`src/rtl/afifo_pkg.sv`:
```
package afifo_pkg;

    parameter int unsigned AF_DW    = 16;
    parameter int unsigned AF_DEPTH = 32;

    // Per-direction count of sticky status sources.
    localparam int unsigned AF_SRC_PER_DIR = 6;
    localparam int unsigned AF_NSRC        = 2 * AF_SRC_PER_DIR;

    // Level flags, bit 0 = empty up to bit 3 = almost-full.
    typedef struct packed {
        logic afull;
        logic full;
        logic aempty;
        logic empty;
    } afifo_lvl_t;

endpackage

```
`src/rtl/afifo_lane.sv`:
```
module afifo_lane
    import afifo_pkg::*;
#(
    parameter int unsigned DW    = AF_DW,
    parameter int unsigned DEPTH = AF_DEPTH,
    parameter bit          IS_TX = 1'b1,
    localparam int unsigned AW   = $clog2(DEPTH),
    localparam int unsigned CW   = $clog2(DEPTH + 1)
) (
    input  logic          clk,
    input  logic          rst_n,
    input  logic          en,
    input  logic          dma_en,
    input  logic [CW-1:0] thr,
    input  logic          push,
    input  logic [DW-1:0] push_data,
    input  logic          pop,
    output logic [DW-1:0] head_data,
    output logic          head_vld,
    output logic [CW-1:0] level,
    output afifo_lvl_t    flags,
    output logic          dma_req,
    output logic          starve,
    output logic          ovf
);

    typedef struct packed {
        logic [DEPTH-1:0][DW-1:0] mem;
        logic [AW-1:0]            rd;
        logic [AW-1:0]            wr;
        logic [CW-1:0]            cnt;
    } lane_st_t;

    lane_st_t st_d, st_q;
    logic     is_empty, is_full, take, give;

    function automatic logic [AW-1:0] ptr_inc(input logic [AW-1:0] p);
        return (p == AW'(DEPTH - 1)) ? '0 : p + AW'(1);
    endfunction

    always_comb begin
        is_empty = (st_q.cnt == '0);
        is_full  = (st_q.cnt == CW'(DEPTH));
        // accept/serve decisions use the count held at the start of the cycle
        take     = push & en & ~is_full;
        give     = pop & en & ~is_empty;
        ovf      = push & en & is_full;
        starve   = pop & en & is_empty;

        st_d = st_q;
        if (!en) begin
            st_d.rd  = '0;
            st_d.wr  = '0;
            st_d.cnt = '0;
        end else begin
            if (take) begin
                st_d.mem[st_q.wr] = push_data;
                st_d.wr           = ptr_inc(st_q.wr);
            end
            if (give) begin
                st_d.rd = ptr_inc(st_q.rd);
            end
            st_d.cnt = st_q.cnt + CW'(take) - CW'(give);
        end

        head_data    = st_q.mem[st_q.rd];
        head_vld     = en & ~is_empty;
        level        = st_q.cnt;
        flags.empty  = is_empty;
        flags.aempty = (st_q.cnt <= CW'(1));
        flags.full   = is_full;
        flags.afull  = (st_q.cnt >= CW'(DEPTH - 1));
    end

    generate
        if (IS_TX) begin : g_req_low
            assign dma_req = dma_en & (st_q.cnt <= thr);
        end else begin : g_req_high
            assign dma_req = dma_en & (st_q.cnt >= thr);
        end
    endgenerate

    always_ff @(posedge clk or negedge rst_n) begin
        if (!rst_n) begin
            st_q <= '0;
        end else begin
            st_q <= st_d;
        end
    end

endmodule

```
`src/rtl/afifo_irq.sv`:
```
module afifo_irq
    import afifo_pkg::*;
#(
    parameter int unsigned NSRC = AF_NSRC
) (
    input  logic            clk,
    input  logic            rst_n,
    input  logic [NSRC-1:0] ev,
    input  logic [NSRC-1:0] clr,
    input  logic [NSRC-1:0] src_en,
    input  logic            glb_en,
    output logic [NSRC-1:0] status,
    output logic            irq
);

    typedef struct packed {
        logic [NSRC-1:0] stat;
    } irq_st_t;

    irq_st_t st_d, st_q;

    always_comb begin
        st_d      = st_q;
        // a fresh event outranks a clear on the same edge
        st_d.stat = (st_q.stat & ~clr) | ev;
        status    = st_q.stat;
        irq       = glb_en & (|(st_q.stat & src_en));
    end

    always_ff @(posedge clk or negedge rst_n) begin
        if (!rst_n) begin
            st_q <= '0;
        end else begin
            st_q <= st_d;
        end
    end

endmodule

```
`src/rtl/audio_fifo_pair.sv`:
```
module audio_fifo_pair
    import afifo_pkg::*;
#(
    parameter int unsigned DW    = AF_DW,
    parameter int unsigned DEPTH = AF_DEPTH,
    localparam int unsigned CW   = $clog2(DEPTH + 1),
    localparam int unsigned NSRC = AF_NSRC
) (
    input  logic            clk,
    input  logic            rst_n,
    input  logic            tx_fifo_en,
    input  logic            rx_fifo_en,
    input  logic            tx_dma_en,
    input  logic            rx_dma_en,
    input  logic [CW-1:0]   tx_dma_thr,
    input  logic [CW-1:0]   rx_dma_thr,
    input  logic            irq_glb_en,
    input  logic [NSRC-1:0] irq_src_en,
    input  logic [NSRC-1:0] stat_clr,
    input  logic            tx_wr_en,
    input  logic [DW-1:0]   tx_wr_data,
    input  logic            tx_shift_req,
    output logic [DW-1:0]   tx_shift_data,
    input  logic            rx_shift_vld,
    input  logic [DW-1:0]   rx_shift_data,
    input  logic            rx_rd_en,
    output logic [DW:0]     rx_rd_word,
    output logic [CW-1:0]   tx_level,
    output logic [CW-1:0]   rx_level,
    output logic [3:0]      tx_lvl_flags,
    output logic [3:0]      rx_lvl_flags,
    output logic            tx_dma_req,
    output logic            rx_dma_req,
    output logic [NSRC-1:0] status,
    output logic            irq
);

    afifo_lvl_t    tx_f, rx_f;
    logic [DW-1:0] tx_head, rx_head;
    logic          tx_vld, rx_vld;
    logic          tx_stv, tx_ovf, rx_stv, rx_ovf;
    logic [NSRC-1:0] ev;

    afifo_lane #(.DW(DW), .DEPTH(DEPTH), .IS_TX(1'b1)) u_tx (
        .clk       (clk),
        .rst_n     (rst_n),
        .en        (tx_fifo_en),
        .dma_en    (tx_dma_en),
        .thr       (tx_dma_thr),
        .push      (tx_wr_en),
        .push_data (tx_wr_data),
        .pop       (tx_shift_req),
        .head_data (tx_head),
        .head_vld  (tx_vld),
        .level     (tx_level),
        .flags     (tx_f),
        .dma_req   (tx_dma_req),
        .starve    (tx_stv),
        .ovf       (tx_ovf)
    );

    afifo_lane #(.DW(DW), .DEPTH(DEPTH), .IS_TX(1'b0)) u_rx (
        .clk       (clk),
        .rst_n     (rst_n),
        .en        (rx_fifo_en),
        .dma_en    (rx_dma_en),
        .thr       (rx_dma_thr),
        .push      (rx_shift_vld),
        .push_data (rx_shift_data),
        .pop       (rx_rd_en),
        .head_data (rx_head),
        .head_vld  (rx_vld),
        .level     (rx_level),
        .flags     (rx_f),
        .dma_req   (rx_dma_req),
        .starve    (rx_stv),
        .ovf       (rx_ovf)
    );

    // starved shifter sees zeros; R7: valid flag above the sample
    assign tx_shift_data = tx_vld ? tx_head : '0;
    assign rx_rd_word    = rx_vld ? {1'b1, rx_head} : '0;
    assign tx_lvl_flags  = tx_f;
    assign rx_lvl_flags  = rx_f;

    // layout: receive group low, transmit group high
    assign ev = {tx_ovf, tx_stv, tx_f.afull, tx_f.full, tx_f.aempty, tx_f.empty,
                 rx_ovf, rx_stv, rx_f.afull, rx_f.full, rx_f.aempty, rx_f.empty};

    afifo_irq #(.NSRC(NSRC)) u_irq (
        .clk    (clk),
        .rst_n  (rst_n),
        .ev     (ev),
        .clr    (stat_clr),
        .src_en (irq_src_en),
        .glb_en (irq_glb_en),
        .status (status),
        .irq    (irq)
    );

endmodule

```
`config.mk`:
```
export PLATFORM = sky130hd
export DESIGN_NAME = audio_fifo_pair
export DESIGN_NICKNAME = d
export VERILOG_FILES = /design/src/rtl/afifo_pkg.sv /design/src/rtl/afifo_lane.sv /design/src/rtl/afifo_irq.sv /design/src/rtl/audio_fifo_pair.sv
export SDC_FILE = /design/constraint.sdc
export NUM_CORES = 2
export LEC_CHECK = 0
export BUFFER_PORTS_ARGS = -buffer_cell sky130_fd_sc_hd__buf_2
export CAP_MARGIN = 20
export CORE_ASPECT_RATIO = 0.6
export CORE_MARGIN = 4
export CORE_UTILIZATION = 40
export CTS_BUF_LIST = sky130_fd_sc_hd__clkbuf_8
export CTS_CLUSTER_DIAMETER = 200
export DETAILED_ROUTE_END_ITERATION = 10
export GPL_TIMING_DRIVEN = 0
export PLACE_DENSITY = 0.58
export SYNTH_ARGS = -nofsm -noshare
export SYNTH_HDL_FRONTEND = slang
export SYNTH_SLANG_ARGS = --single-unit
```
`constraint.sdc`:
```
create_clock -name clk -period 3.3 [get_ports clk]
set_clock_uncertainty 0.15 [all_clocks]
set_input_delay 0.165 -clock clk [delete_from_list [all_inputs] [get_ports clk]]
set_output_delay 0.165 -clock clk [all_outputs]
set_load 0.005 [all_outputs]
```
Word-level counts from Yosys, hierarchy flattened

Index checks and enable logic that the tools add are counted.
W data, S select, Z words.

Input bits: 79
Flip-flop bits (word level): 1068

Mux-type cells: 22
Equal/unequal tests: 10
Add/subtract/negate cells: 8
Reductions and logical operators: 7
Order comparisons: 12
Bitwise gates (word level): 25

Operators with widths:

| kind                  | number |
|---|---|
| $bwmux W512           | 2 |
| $bmux W16 S5          | 2 |
| $demux W16 S5         | 2 |
| $mux W16              | 7 |
| $mux W5               | 8 |
| $and A12 B12 Y12      | 2 |
| $lt A5 B6 Y1 const B  | 4 |
| $add A5 B1 Y5 const B | 4 |
| $eq A5 B5 Y1 const B  | 4 |
| $and A1 B1 Y1         | 17 |
| $mux W17              | 1 |
| $add A6 B1 Y6         | 2 |
| $eq A6 B6 Y1 const B  | 2 |
| $ge A6 B5 Y1 const B  | 2 |
| $le A6 B1 Y1 const B  | 2 |
| $logic_not A6 Y1      | 2 |
| $not A12 Y12          | 1 |
| $or A12 B12 Y12       | 1 |
| $reduce_or A12 Y1     | 1 |
| $sub A6 B1 Y6         | 2 |
| $ge A5 B1 Y1 const B  | 2 |
| $ne A2 B1 Y1 const B  | 4 |
| $ge A6 B6 Y1          | 1 |
| $le A6 B6 Y1          | 1 |
| other kinds (3)       | 8 |

Depth between registers and ports, before layout

Depth in word-level cells: 6
Depth in mapped cells: 16

Hierarchy

A second synthesis with hierarchy kept.

Cell total of the unflattened synthesis: 3535
Area, all modules: 50811.2 um^2

By module, submodules not included:

| module            | area each (um^2) | instances | cells each |
|---|---|---|---|
| afifo_lane (u_rx) | 25069.0          | 1         | 1744 |
| afifo_lane (u_tx) | 24962.7          | 1         | 1712 |
| afifo_irq         | 516.7            | 1         | 44 |
| audio_fifo_pair   | 262.8            | 1         | 35 |

Worst setup path before layout

Ideal clock, no wire load.

Kind: register -> register
From: register u_tx.st_q (netlist bit u_tx.level[4])
To: register u_tx.st_q (netlist bit u_tx.level[4])
Arrival: 2.526 ns
Buffers on the path: 1
Clock period less this slack: 2.796 ns
Slack: 0.504 ns
Stages on the path, launching flop included: 17
Data required time: 3.030 ns
Library setup time: 0.120 ns
Path through: dfrtp_1 > inv_1 > ha_1 > nand4bb_1 > buf_2 > nand3_1 > inv_1 > ha_1 > inv_1 > ha_1 > inv_1 > fa_1 > inv_1 > a21oi_1 > nor2_1 > or3_1 > and3_1

RTL lines:

| item                   | RTL line         | text |
|---|---|---|
| start, declared        | afifo_lane.sv:34 | `lane_st_t st_d, st_q;` |
| start signal, assigned | afifo_lane.sv:87 | `st_q <= st_d;` |

Final worst setup path

From: register u_tx.st_q[11] (netlist name)
To: output port tx_shift_data[6]

Cells in the longest elaborated chain, start to end: 3

Ends and longest elaborated chain:

| item                           | RTL line              | text |
|---|---|---|
| $bmux W16 S5                   | afifo_lane.sv:66      | `head_data = st_q.mem[st_q.rd];` |
| $mux W16 (implied by the code) | afifo_lane.sv:66      |  |
| $mux W16                       | audio_fifo_pair.sv:81 | `assign tx_shift_data = tx_vld ? tx_head : '0;` |
| end, declared                  | audio_fifo_pair.sv:23 | `output logic [DW-1:0] tx_shift_data,` |

Every way passes these cells. The select of a mux whose other input is x is not followed.

==> flow_summary.yaml <==
worst_setup_path:
  end_kind: "output port"
  r2r_slack_ns: 0.21
  crit_buf_inv: 4
  worstPathCellList: "buf_12 > buf_12 > buf_16 > mux4_2 > a22oi_2 > nand4_1 > buf_2"
  path_delay_family: "buffers and inverters"
  cpMostUsedCell: "buf_12"
  worst_ep_required_time_ns: 2.98
  crit_path_max_incr_delay_ns: 0.53
  cp-start-kind: "flip-flop"
  worst_path_max_delay_cell: "mux4_2"
  critPathMaxFanout: 10
  crit_arrival_ns: 3.01
  worstSetupPathType: "reg -> out"
status:
  violations: "setup timing"
  outcome: "finished with violations"
detailed_routing:
  dr.max_layer_used: "met4"
  drt-total-wl_um: 139000
  route.met3.wl_um: 10300
  routed_via_density: 5.55
  wl_per_cell_um: 25.4
  postRouteAntennaNets: 0
  vias: 30327
  drcViolationCount: 0
  drt-met1-wl_um: 76100
  wl_met2_um: 51000
  drtIter0Drc: 2281
  firstDrtPassIters: 5
sta:
  setup_slack_ns: -0.0222
  timing.fmax_mhz: 301
  setup_viol: 4
  finalHoldViolations: 0
  slew_headroom: 0.393
  grt_setup_unrepaired: "true"
  tns_ns: -0.0523
  tightest_slew_ns: 0.911
  min_period_ns: 3.32
  fin_crit_sh: 1.01
  drv_slew: 0
placement:
  placed_area_sq_um: 52800
  port-buffer-count: 146
  gp_congestion: 0.804
  dp_hpwl_um: 98200
synthesis:
  yosysTopAreaCellShare: 0.538
  synth-main-ff-cell: "dfrtp_1"
  ys_seq_elements: 1068
  synth_area_leader_cell: "dfrtp_1"
  synth_edf_count: 0
  synthCells: 3217
  synth_area_per_cell_sq_um: 15.5
  synth_area_leaders: "dfrtp_1 (54%), mux2_2 (23%), mux4_2 (12%)"
  synth_cell_type_count: 66
  syn_area_sq_um: 49700
  yosysWarnings: 0
  async_reset_ff_frac: 1.00
  syn_nets: 3348
  yosysSeqAreaShare: 0.538
clock_network:
  cts_tree: "yes"
  clk_latency_ns: 0.84
  htree_levels: 4
  cts_buffer_depth: 3
  cts_sinks: 1068
  cts_made_buffers: 167
  root_buffer: "clkbuf_8"
  clk_pin_slew_ns: 0.06
layout:
  fin_area_sq_um: 59800
  nets: 3859
  syn2layout_area_growth_pct: 20.4
  fillers: 10521
  drive_gt1_frac: 0.552
  multi_input_area_sq_um: 22000
  regArea_sq_um: 26700
floorplan:
  die-area_sq_um: 130000
  start_util: 0.406
  die_h_um: 281
  fp.dieW_um: 463
  pin_count: 147
  rows: 99
  core-area_sq_um: 123000
power_and_ir_drop:
  leakage_nw: 29.2
  max-vdd-ir-drop_v: 0.000289
  powerDensity_nw_per_um2: 587
global_routing:
  antenna_found_initial: 6
  grt_overflow: 0
  grt_pass1_vias: 31389
  grt_pass1_wl_um: 209000
  grt_max_degree: 149
  grt.total_usage: 0.215
min_path:
  hold_class: "in -> reg"
flow_run:
  maxCapViolCount: 0
-- through the flow --
stage | instances | util | setup slack (ns) | hold slack (ns) | power [mW]
floorplan | 3217 | - | 0.504 | -0.281 | 19.3
global placement | 4979 | 0.428 | -22.58 | 0.193 | 21.9
CTS | 5443 | 0.483 | -0.116 | 0.00296 | 35.0
detailed placement | 4995 | 0.431 | -0.457 | -0.0777 | 22.1
finish | 5469 | 0.488 | -0.0222 | 0.0915 | 35.1
global route | 5469 | 0.488 | -0.218 | 0.0632 | 36.8
-- sequential cells by signal, indices dropped and copies added, names as in the netlist --
register and cells:
u_tx.level 6, u_rx.st_q 522, u_tx.st_q 522, u_rx.level 6, u_irq.status 12
-- final timing paths --
check                                             end  depth (start not counted)                        from
min                         u_rx.st_q[42]$_DFFE_PN0P_                          3           rx_shift_data[10]
min reg2reg                u_tx.st_q[353]$_DFFE_PN0P_                          1  u_tx.st_q[353]$_DFFE_PN0P_
min in group asynchronous   u_rx.st_q[73]$_DFFE_PN0P_                          4                       rst_n
max reg2reg                   u_rx.level[4]$_DFF_PN0_                         14     u_rx.level[3]$_DFF_PN0_
max in group asynchronous  u_tx.st_q[288]$_DFFE_PN0P_                          7                       rst_n
max                                  tx_shift_data[6]                          7   u_tx.st_q[11]$_DFFE_PN0P_
-- routing by layer --
layer	vias up	GRT usage
met1	16396	0.364
met3	127	0.0611
met4	0	0.0464
li1	13031	-
met2	773	0.260
met5	-	0
-- Yosys cell counts (29+ instances only) --
library cell  count
a21oi_1          29
a22oi_1          96
buf_2            78
buf_4            40
clkbuf_1        141
dfrtp_1        1068
ha_1             50
inv_1            54
mux2_1           44
mux2_2          994
mux4_2          256
nand2_1          40
nand3_1          29
-- worst register-to-register path: cells and delay by family (launching register included) --
| kind | cells | cell delay, ns |
|---|---|---|
| and+or+nand+nor | 5 | 1.14 |
| adders and majority gates | 3 | 0.60 |
| buffers and inverters | 5 | 0.48 |
| DFF | 1 | 0.43 |
| AOI/OAI and AO/OA | 1 | 0.18 |
-- power breakdown --
group | internal (mW) | switching [mW]
clock | 5.85 | 5.41
combinational | 4.55 | 4.46
sequential | 14.2 | 0.655
-- cells in the final DEF (no fill, tap or decap), types with 14 or more instances in the layout --
cell type / synthesis / layout
clkbuf_8: 0 / 218
buf_2: 78 / 178
dlygate4sd3_1: 0 / 92
a22oi_2: 0 / 52
mux2_2: 994 / 987
dfrtp_1: 1068 / 1055
a22oi_1: 96 / 44
clkbuf_1: 141 / 108
nand2_1: 40 / 39
nand2_2: 25 / 26
buf_12: 4 / 40
inv_1: 54 / 105
mux2_1: 44 / 44
mux4_2: 256 / 256
buf_6: 16 / 57
nand4_1: 21 / 21
a21oi_1: 29 / 14
buf_8: 0 / 14
ha_1: 50 / 45
buf_16: 0 / 22
o21ai_0: 27 / 27
nand2_4: 25 / 25
buf_4: 40 / 85
-- logic make-up after synthesis --
kind of cell,Yosys count,share of synthesized area
flip-flops,1068,0.538
multiplexers,1312,0.355
AND/OR/NAND/NOR,249,0.0327
XOR/XNOR,6,0.00106
AO/OA/AOI/OAI,187,0.0257
buffers and inverters,343,0.0346
adder cells (fa/ha/maj),52,0.0134
-- final cells by class --
class                      count  share of cell area
timing repair buffer         348              0.0553
clock inverter                81             0.00694
tap                         1616              0.0338
clock buffer                 212              0.0488
multi-input combinational   1806               0.368
sequential                  1068               0.447
buffer                       279              0.0364
inverter                      58             0.00397
antenna                        1           0.0000418
-- repair_timing --
item                                    4_1_cts  5_1_grt
endpoints found under the hold margin      1237        0
gates cloned                                  8        4
hold buffers                                 93        0
pin swaps                                    44       39
endpoints found under the setup margin       32      150
resized for setup                           369       86
setup buffers                                59       23
No activity file was read; power rests on OpenSTA's default activity.
